File: src/rtl/ukey_pkg.sv
package ukey_pkg;

    typedef enum logic [1:0] {
        ST_IDLE = 2'd0,
        ST_KEY1 = 2'd1,
        ST_GAP  = 2'd2,
        ST_OPEN = 2'd3
    } useq_state_t;

endpackage

File: src/rtl/ukey_decode.sv
module ukey_decode #(
    parameter int unsigned          ADDR_W    = 8,
    parameter int unsigned          DATA_W    = 16,
    parameter logic [ADDR_W-1:0]    KEY_ADDR  = 8'h10,
    parameter logic [ADDR_W-1:0]    CFG_ADDR  = 8'h20,
    parameter logic [ADDR_W-1:0]    TMR_BASE  = 8'h30,
    parameter int unsigned          TMR_COUNT = 4,
    parameter int unsigned          EN_BIT    = 13,
    parameter logic [DATA_W-1:0]    KEY_FIRST = 16'h0055,
    parameter logic [DATA_W-1:0]    KEY_SECOND = 16'h00AA
) (
    input  logic              instr_tick,
    input  logic              wr_stb,
    input  logic [ADDR_W-1:0] wr_addr,
    input  logic [DATA_W-1:0] wr_data,
    output logic              slot,
    output logic              key_first,
    output logic              key_second,
    output logic              key_other,
    output logic              cfg_set,
    output logic              cfg_clr,
    output logic              tmr_hit
);

    logic                 wr_live;
    logic                 key_wr;
    logic                 cfg_wr;
    logic [TMR_COUNT-1:0] tmr_match;

    assign slot    = instr_tick;
    assign wr_live = instr_tick & wr_stb;
    assign key_wr  = wr_live & (wr_addr == KEY_ADDR);
    assign cfg_wr  = wr_live & (wr_addr == CFG_ADDR);

    assign key_first  = key_wr & (wr_data == KEY_FIRST);
    assign key_second = key_wr & (wr_data == KEY_SECOND);
    assign key_other  = key_wr & ~key_first & ~key_second;

    assign cfg_set = cfg_wr &  wr_data[EN_BIT];
    assign cfg_clr = cfg_wr & ~wr_data[EN_BIT];

    for (genvar g = 0; g < TMR_COUNT; g++) begin : g_tmr
        assign tmr_match[g] = (wr_addr == TMR_BASE + ADDR_W'(g));
    end

    assign tmr_hit = wr_live & (|tmr_match);

endmodule

File: src/rtl/ukey_fsm.sv
module ukey_fsm
    import ukey_pkg::*;
(
    input  logic        clk,
    input  logic        rst_n,
    input  logic        slot,
    input  logic        key_first,
    input  logic        key_second,
    input  logic        key_other,
    output useq_state_t state_q,
    output logic        window_open
);

    useq_state_t state_d;

    always_ff @(posedge clk or negedge rst_n) begin
        if (!rst_n) begin
            state_q <= ST_IDLE;
        end else begin
            state_q <= state_d;
        end
    end

    always_comb begin
        state_d = state_q;
        if (slot) begin
            unique case (state_q)
                ST_IDLE: begin
                    if (key_first) state_d = ST_KEY1;
                end
                ST_KEY1: begin
                    if (key_first)                    state_d = ST_KEY1;
                    else if (key_second || key_other) state_d = ST_IDLE;
                    else                              state_d = ST_GAP;
                end
                ST_GAP: begin
                    if (key_second)     state_d = ST_OPEN;
                    else if (key_first) state_d = ST_KEY1;
                    else                state_d = ST_IDLE;
                end
                ST_OPEN: begin
                    if (key_first) state_d = ST_KEY1;
                    else           state_d = ST_IDLE;
                end
            endcase
        end
    end

    always_comb begin
        window_open = (state_q == ST_OPEN);
    end

endmodule

File: src/rtl/ukey_enable.sv
module ukey_enable (
    input  logic clk,
    input  logic rst_n,
    input  logic window_open,
    input  logic cfg_set,
    input  logic cfg_clr,
    output logic en_q
);

    logic en_d;

    always_comb begin
        en_d = en_q;
        if (cfg_clr) begin
            en_d = 1'b0;
        end else if (cfg_set && window_open) begin
            en_d = 1'b1;
        end
    end

    always_ff @(posedge clk or negedge rst_n) begin
        if (!rst_n) begin
            en_q <= 1'b0;
        end else begin
            en_q <= en_d;
        end
    end

endmodule

File: src/rtl/ukey_unlock.sv
module ukey_unlock
    import ukey_pkg::*;
#(
    parameter int unsigned ADDR_W    = 8,
    parameter int unsigned DATA_W    = 16,
    parameter int unsigned TMR_COUNT = 4,
    parameter int unsigned EN_BIT    = 13
) (
    input  logic              clk,
    input  logic              rst_n,
    input  logic              instr_tick,
    input  logic              wr_stb,
    input  logic [ADDR_W-1:0] wr_addr,
    input  logic [DATA_W-1:0] wr_data,
    output logic              wen_o,
    output logic              tmr_wr_ok_o
);

    logic        slot;
    logic        key_first;
    logic        key_second;
    logic        key_other;
    logic        cfg_set;
    logic        cfg_clr;
    logic        tmr_hit;
    logic        window_open;
    useq_state_t state_q;

    ukey_decode #(
        .ADDR_W    (ADDR_W),
        .DATA_W    (DATA_W),
        .KEY_ADDR  (ADDR_W'(8'h10)),
        .CFG_ADDR  (ADDR_W'(8'h20)),
        .TMR_BASE  (ADDR_W'(8'h30)),
        .TMR_COUNT (TMR_COUNT),
        .EN_BIT    (EN_BIT),
        .KEY_FIRST (DATA_W'(8'h55)),
        .KEY_SECOND(DATA_W'(8'hAA))
    ) u_decode (
        .instr_tick(instr_tick),
        .wr_stb    (wr_stb),
        .wr_addr   (wr_addr),
        .wr_data   (wr_data),
        .slot      (slot),
        .key_first (key_first),
        .key_second(key_second),
        .key_other (key_other),
        .cfg_set   (cfg_set),
        .cfg_clr   (cfg_clr),
        .tmr_hit   (tmr_hit)
    );

    ukey_fsm u_fsm (
        .clk        (clk),
        .rst_n      (rst_n),
        .slot       (slot),
        .key_first  (key_first),
        .key_second (key_second),
        .key_other  (key_other),
        .state_q    (state_q),
        .window_open(window_open)
    );

    ukey_enable u_enable (
        .clk        (clk),
        .rst_n      (rst_n),
        .window_open(window_open),
        .cfg_set    (cfg_set),
        .cfg_clr    (cfg_clr),
        .en_q       (wen_o)
    );

    assign tmr_wr_ok_o = tmr_hit & wen_o;

endmodule

File: config.mk
export PLATFORM = sky130hd
export DESIGN_NAME = ukey_unlock
export DESIGN_NICKNAME = d
export VERILOG_FILES = /design/src/rtl/ukey_pkg.sv /design/src/rtl/ukey_decode.sv /design/src/rtl/ukey_fsm.sv /design/src/rtl/ukey_enable.sv /design/src/rtl/ukey_unlock.sv
export SDC_FILE = /design/constraint.sdc
export NUM_CORES = 1
export LEC_CHECK = 0
export ABC_CLOCK_PERIOD_IN_PS = 3100
export BUFFER_PORTS_ARGS = -buffer_cell sky130_fd_sc_hd__buf_4
export CAP_MARGIN = 20
export CORE_AREA = 2 2 39 41
export DETAILED_ROUTE_END_ITERATION = 10
export DIE_AREA = 0 0 41 43
export GPL_TIMING_DRIVEN = 0
export PLACE_DENSITY = 0.53
export SLEW_MARGIN = 20
export SYNTH_ARGS = -nofsm -noshare
export SYNTH_HDL_FRONTEND = slang
export SYNTH_SLANG_ARGS = --single-unit
File: constraint.sdc
create_clock -name clk -period 3.1 [get_ports clk]
set_input_delay 0.62 -clock clk [delete_from_list [all_inputs] [get_ports clk]]
set_output_delay 0.62 -clock clk [all_outputs]
set_load 0.05 [all_outputs]
After elaboration in Yosys (flattened, before gate mapping) --
Cells that the tools add are included.
Storage, ports and cells: bits of input ports 28, output and inout bits 2, register bits 3
Operators by class: bitwise operators 14, muxes and demuxes 8, equal/unequal tests 12, reduce and logical (&&, ||, !) cells 6
Operators by type and width (number):
- 8-bit by 6-bit equality test with 1-bit output, second input constant | 5
- 16-bit by 7-bit equality test with 1-bit output, second input constant | 1
- 16-bit by 8-bit equality test with 1-bit output, second input constant | 1
- 1-bit AND | 11
- 8-bit by 5-bit equality test with 1-bit output, second input constant | 1
- 2-bit 2-to-1 mux | 4
- 2-bit case mux with 4 select lines | 1
- 2-bit equality test, second input constant | 2
- 4-bit OR reduction | 1
- 1-bit 2-to-1 mux | 3
- 1-bit inverter | 3
- 2-bit by 1-bit equality test with 1-bit output, second input constant | 1
- 2-bit zero test | 1
- 2-bit inequality test, second input constant | 1
- 2-bit AND reduction | 1
- 2-bit nonzero test | 1
- 1-bit logical AND | 1
- 1-bit logical OR | 1

Logic depth before layout (Yosys ltp) --
depth after elaboration 10, mapped depth 4, depth with buffers taken out 4

By module --
Synthesis repeated with hierarchy kept, for this count alone.
Unflattened totals: cells, all modules 38, area, all modules 347.8 um2
Modules (own cells, without submodules):
- ukey_decode | area an instance 195.2 um2, cells an instance 22, instances 1, sequential area each 0.0 um2
- ukey_fsm | area an instance 112.6 um2, cells an instance 12, instances 1, sequential area each 50.0 um2
- ukey_enable | area an instance 33.8 um2, cells an instance 3, instances 1, sequential area each 25.0 um2
- ukey_unlock | area an instance 6.3 um2, cells an instance 1, instances 1, sequential area each 0.0 um2

Worst setup path after synthesis --
No wires, ideal clock.
path kind input to output, start input wr_addr[3], end output tmr_wr_ok_o, path slack 0.879 ns, required time 2.480 ns, stages on the path 3, path buffers 0, arrival 1.601 ns, path through nor4_1 and4_1 and3_1
Between the ends: longest elaborated chain between the ends 4, elaborated cells between the ends (all ways) 7, those cells by class 4 x eq/ne; 2 x bitwise; 1 x reduce/logical
RTL lines:
- start: declaration | line ukey_unlock.sv:13 | input logic [ADDR_W-1:0] wr_addr,
- 8-bit by 6-bit equality test with 1-bit output | line ukey_decode.sv:43 | assign tmr_match[g] = (wr_addr == TMR_BASE + ADDR_W'(g));
- 4-bit OR reduction * | line ukey_decode.sv:46 | assign tmr_hit = wr_live & (|tmr_match);
- 1-bit AND * | line ukey_decode.sv:46
- 1-bit AND * | line ukey_unlock.sv:73 | assign tmr_wr_ok_o = tmr_hit & wen_o;
- end: declaration | line ukey_unlock.sv:16 | output logic tmr_wr_ok_o
Every way passes the cells marked *; elsewhere a longest branch is shown, timed or not.

Final worst setup path --
Same ends and word-level chain as after synthesis.

==> out/results.txt <==
layout cells sized above 1 -> 62.9%
Post-DP Area -> 526 sq um
Final WS setup -> 0.801 ns
worst hold-check path type -> in2async
critical path class -> in2out
biggest area consumer among synthesized cells -> dfrtp_1
crit path to -> tmr_wr_ok_o
Post-synth EDFFs -> 0
final instance area -> 552 sq um
initial detailed-routing violation count -> 2
drt first pass iters -> 2
run status -> completed
clock share of power -> 47.5%
worst r2r dst -> u_fsm.state_q[0]$_DFFE_PN0P_
Setup TNS -> 0 ns
Peak VDD IR -> 0.122 mV
Final GP Congestion -> 0.643
GRT Residual Overflow -> 0
Final Slew Violations -> 0
clk buf depth -> 2
CTS tree -> built
crit start category -> primary input
Final Util -> 39.9%
hold slack -> 0.167 ns
register area share after synthesis -> 26.1%
Slew headroom -> 80.0%
overall routed net length -> 814 microns
cell chosen for the clock root -> clkbuf_4
clock transition at the registers of the reported paths -> 0.04 ns
Crit path required time -> 2.48 ns
cts repair resizes -> 0
fill count -> 152
period utilization -> 74.2%
Async SR Flop Fraction -> 100%
largest net degree at the start of global routing -> 7
Worst Skew -> 0.00433 ns
Area Growth Syn to Fin -> 91.7%
Mapped Cells -> 29
MaxCap Viol Count -> 0
Nets -> 91
Post-synth top cells -> dfrtp_1 (3), inv_1 (2), nand4bb_1 (2), nor4bb_1 (2), or4_4 (2)
Hold Fails Final Rpt -> 0
worst-margin pin slew -> 0.298 ns
Die Height -> 43 microns
CP arrival -> 1.68 ns
hold buffers post-CTS -> 0
Max Clk Rate -> 0.435 GHz
NetSw -> 29.2 uW
vias per inst -> 4.96
# rows -> 14
CTS Buf Count -> 3
vias in the first global route -> 353
global-route wire length before repair -> 1290 microns
Initial Util -> 20.8%
flops & latches, synth -> 3
die area -> 0.00176 sq mm
IO Count -> 30
CP startpoint -> wr_addr[3]
Worst R2R Path Depth -> 4
post-synthesis net count -> 57
Cell Pwr Density -> 258 mW/mm^2
final setup vio count -> 0
dpl ws -> 0.790 ns
top_reg_cell synth -> dfrtp_1
Antenna Violating Nets Remaining -> 0
GRT Overall Usage -> 11.2%
Cell Int Power -> 113 uW
worst-path fanout max -> 3
Ant. Diodes -> 0
Switching Fraction -> 20.5%
# DRC -> 0
reg-to-reg startpoint -> u_fsm.state_q[0]$_DFFE_PN0P_
Die W -> 41 microns
Port Buffers -> 29
WL per Instance -> 10.4 microns
Syn Area/Cell -> 9.92 sq um
count leader, synth -> dfrtp_1
worst skew pair latency -> 0.23 ns
Via Count -> 387
Core Footprint -> 0.00138 sq mm
Synth warnings -> 0
H-tree depth -> 1
Lkg Pwr -> 0.000259 uW
synth unique cells -> 23
synth top area cells -> dfrtp_1 (26%), nand4bb_1 (7.8%), or4_4 (7.8%), nor4bb_1 (7.0%), a22oi_2 (4.3%)
Mapped Area -> 288 sq um
initial antenna violation count -> 0
flop2flop setup slack -> 2.10 ns
post-layout minimum cycle time -> 2.30 ns
post-CTS repair timing setup buffer count -> 0
CTS sink cnt -> 3
Gate power share -> 24.5%
Yosys top cell area share -> 26.1%
unrepaired setup endpoints after global routing -> no
CP Capture Type -> output port
Reg power frac -> 27.9%
-- per-stage QoR --
| stage | instances | power [uW] |
|---|---|---|
| 3_3_place_gp | 74 | 75.3 |
| 5_1_grt | 78 | 155 |
| 6_report | 78 | 143 |
| 4_1_cts | 78 | 146 |
| 3_5_place_dp | 74 | 75.8 |
| 2_1_floorplan | 29 | 46.1 |
-- final cells by class --
type	count	area (sq um)	area share (%)
multi-input cells	24	205	37.2
inverters	2	7.51	1.36
clock buffers	4	26.3	4.76
flip-flops and latches	3	75.1	13.6
well taps	16	20.0	3.63
repair buffers	29	218	39.5
-- sequential cells by signal, summed over array words and instances, names as in the netlist --
signal,flops
u_enable.en_q,1
u_fsm.state_q,2
-- power groups by stage --
stage | clock network [uW] | logic (uW) | registers (uW)
global placement | 0 | 35.0 | 40.3
floorplan | 0 | 5.88 | 40.2
finish | 67.8 | 35.0 | 39.8
global route | 76.6 | 38.5 | 39.8
CTS | 70.6 | 35.6 | 39.8
detailed placement | 0 | 35.5 | 40.3
-- cell families (layout without fill, tap and decap cells) --
family / count (synthesis) / count (layout) / share of synthesized area (%)
simple gates: 18 / 18 / 52.6
compound gates: 6 / 6 / 18.7
flops: 3 / 3 / 26.1
buf+inv: 2 / 35 / 2.61
-- placed cells by master (no fill, tap or decap), drive strengths merged --
master | Yosys | layout
a22oi | 1 | 1
a31oi | 1 | 1
a41oi | 1 | 1
and3 | 1 | 1
and4 | 3 | 3
buf | 0 | 29
clkbuf | 0 | 4
dfrtp | 3 | 3
inv | 2 | 2
nand2 | 1 | 1
nand2b | 1 | 1
nand3 | 1 | 1
nand4bb | 2 | 2
nor2 | 2 | 2
nor3 | 1 | 1
nor4 | 1 | 1
nor4b | 1 | 1
nor4bb | 2 | 2
o211ai | 1 | 1
o21ai | 1 | 1
o311ai | 1 | 1
or4 | 2 | 2
-- per-layer routing --
metal / up-vias / routed length, microns / track usage [%]
li1: 191 / - / -
met1: 174 / 322 / 11.4
met2: 22 / 383 / 16.6
met3: 0 / 108 / 7.33
met4: 0 / 0 / 6.00
met5: - / 0 / 0
-- worst max-delay path: stages --
cell	delay [ns]
buf_4	0.10
nor4_1	0.32
and4_1	0.28
and3_1	0.16
buf_4	0.19
-- worst min path at each step --
stage,slack [ns],endpoint,startpoint
final,0.17,u_fsm.state_q[1]$_DFFE_PN0P_,rst_n
after CTS,0.16,u_fsm.state_q[0]$_DFFE_PN0P_,rst_n
after floorplan,0.32,u_enable.en_q$_DFFE_PN0P_,rst_n
after global routing,0.15,u_fsm.state_q[1]$_DFFE_PN0P_,rst_n
after detailed placement,0.41,u_fsm.state_q[0]$_DFFE_PN0P_,rst_n
after global placement,0.41,u_fsm.state_q[0]$_DFFE_PN0P_,rst_n
Power figures use the tool's default switching activity.
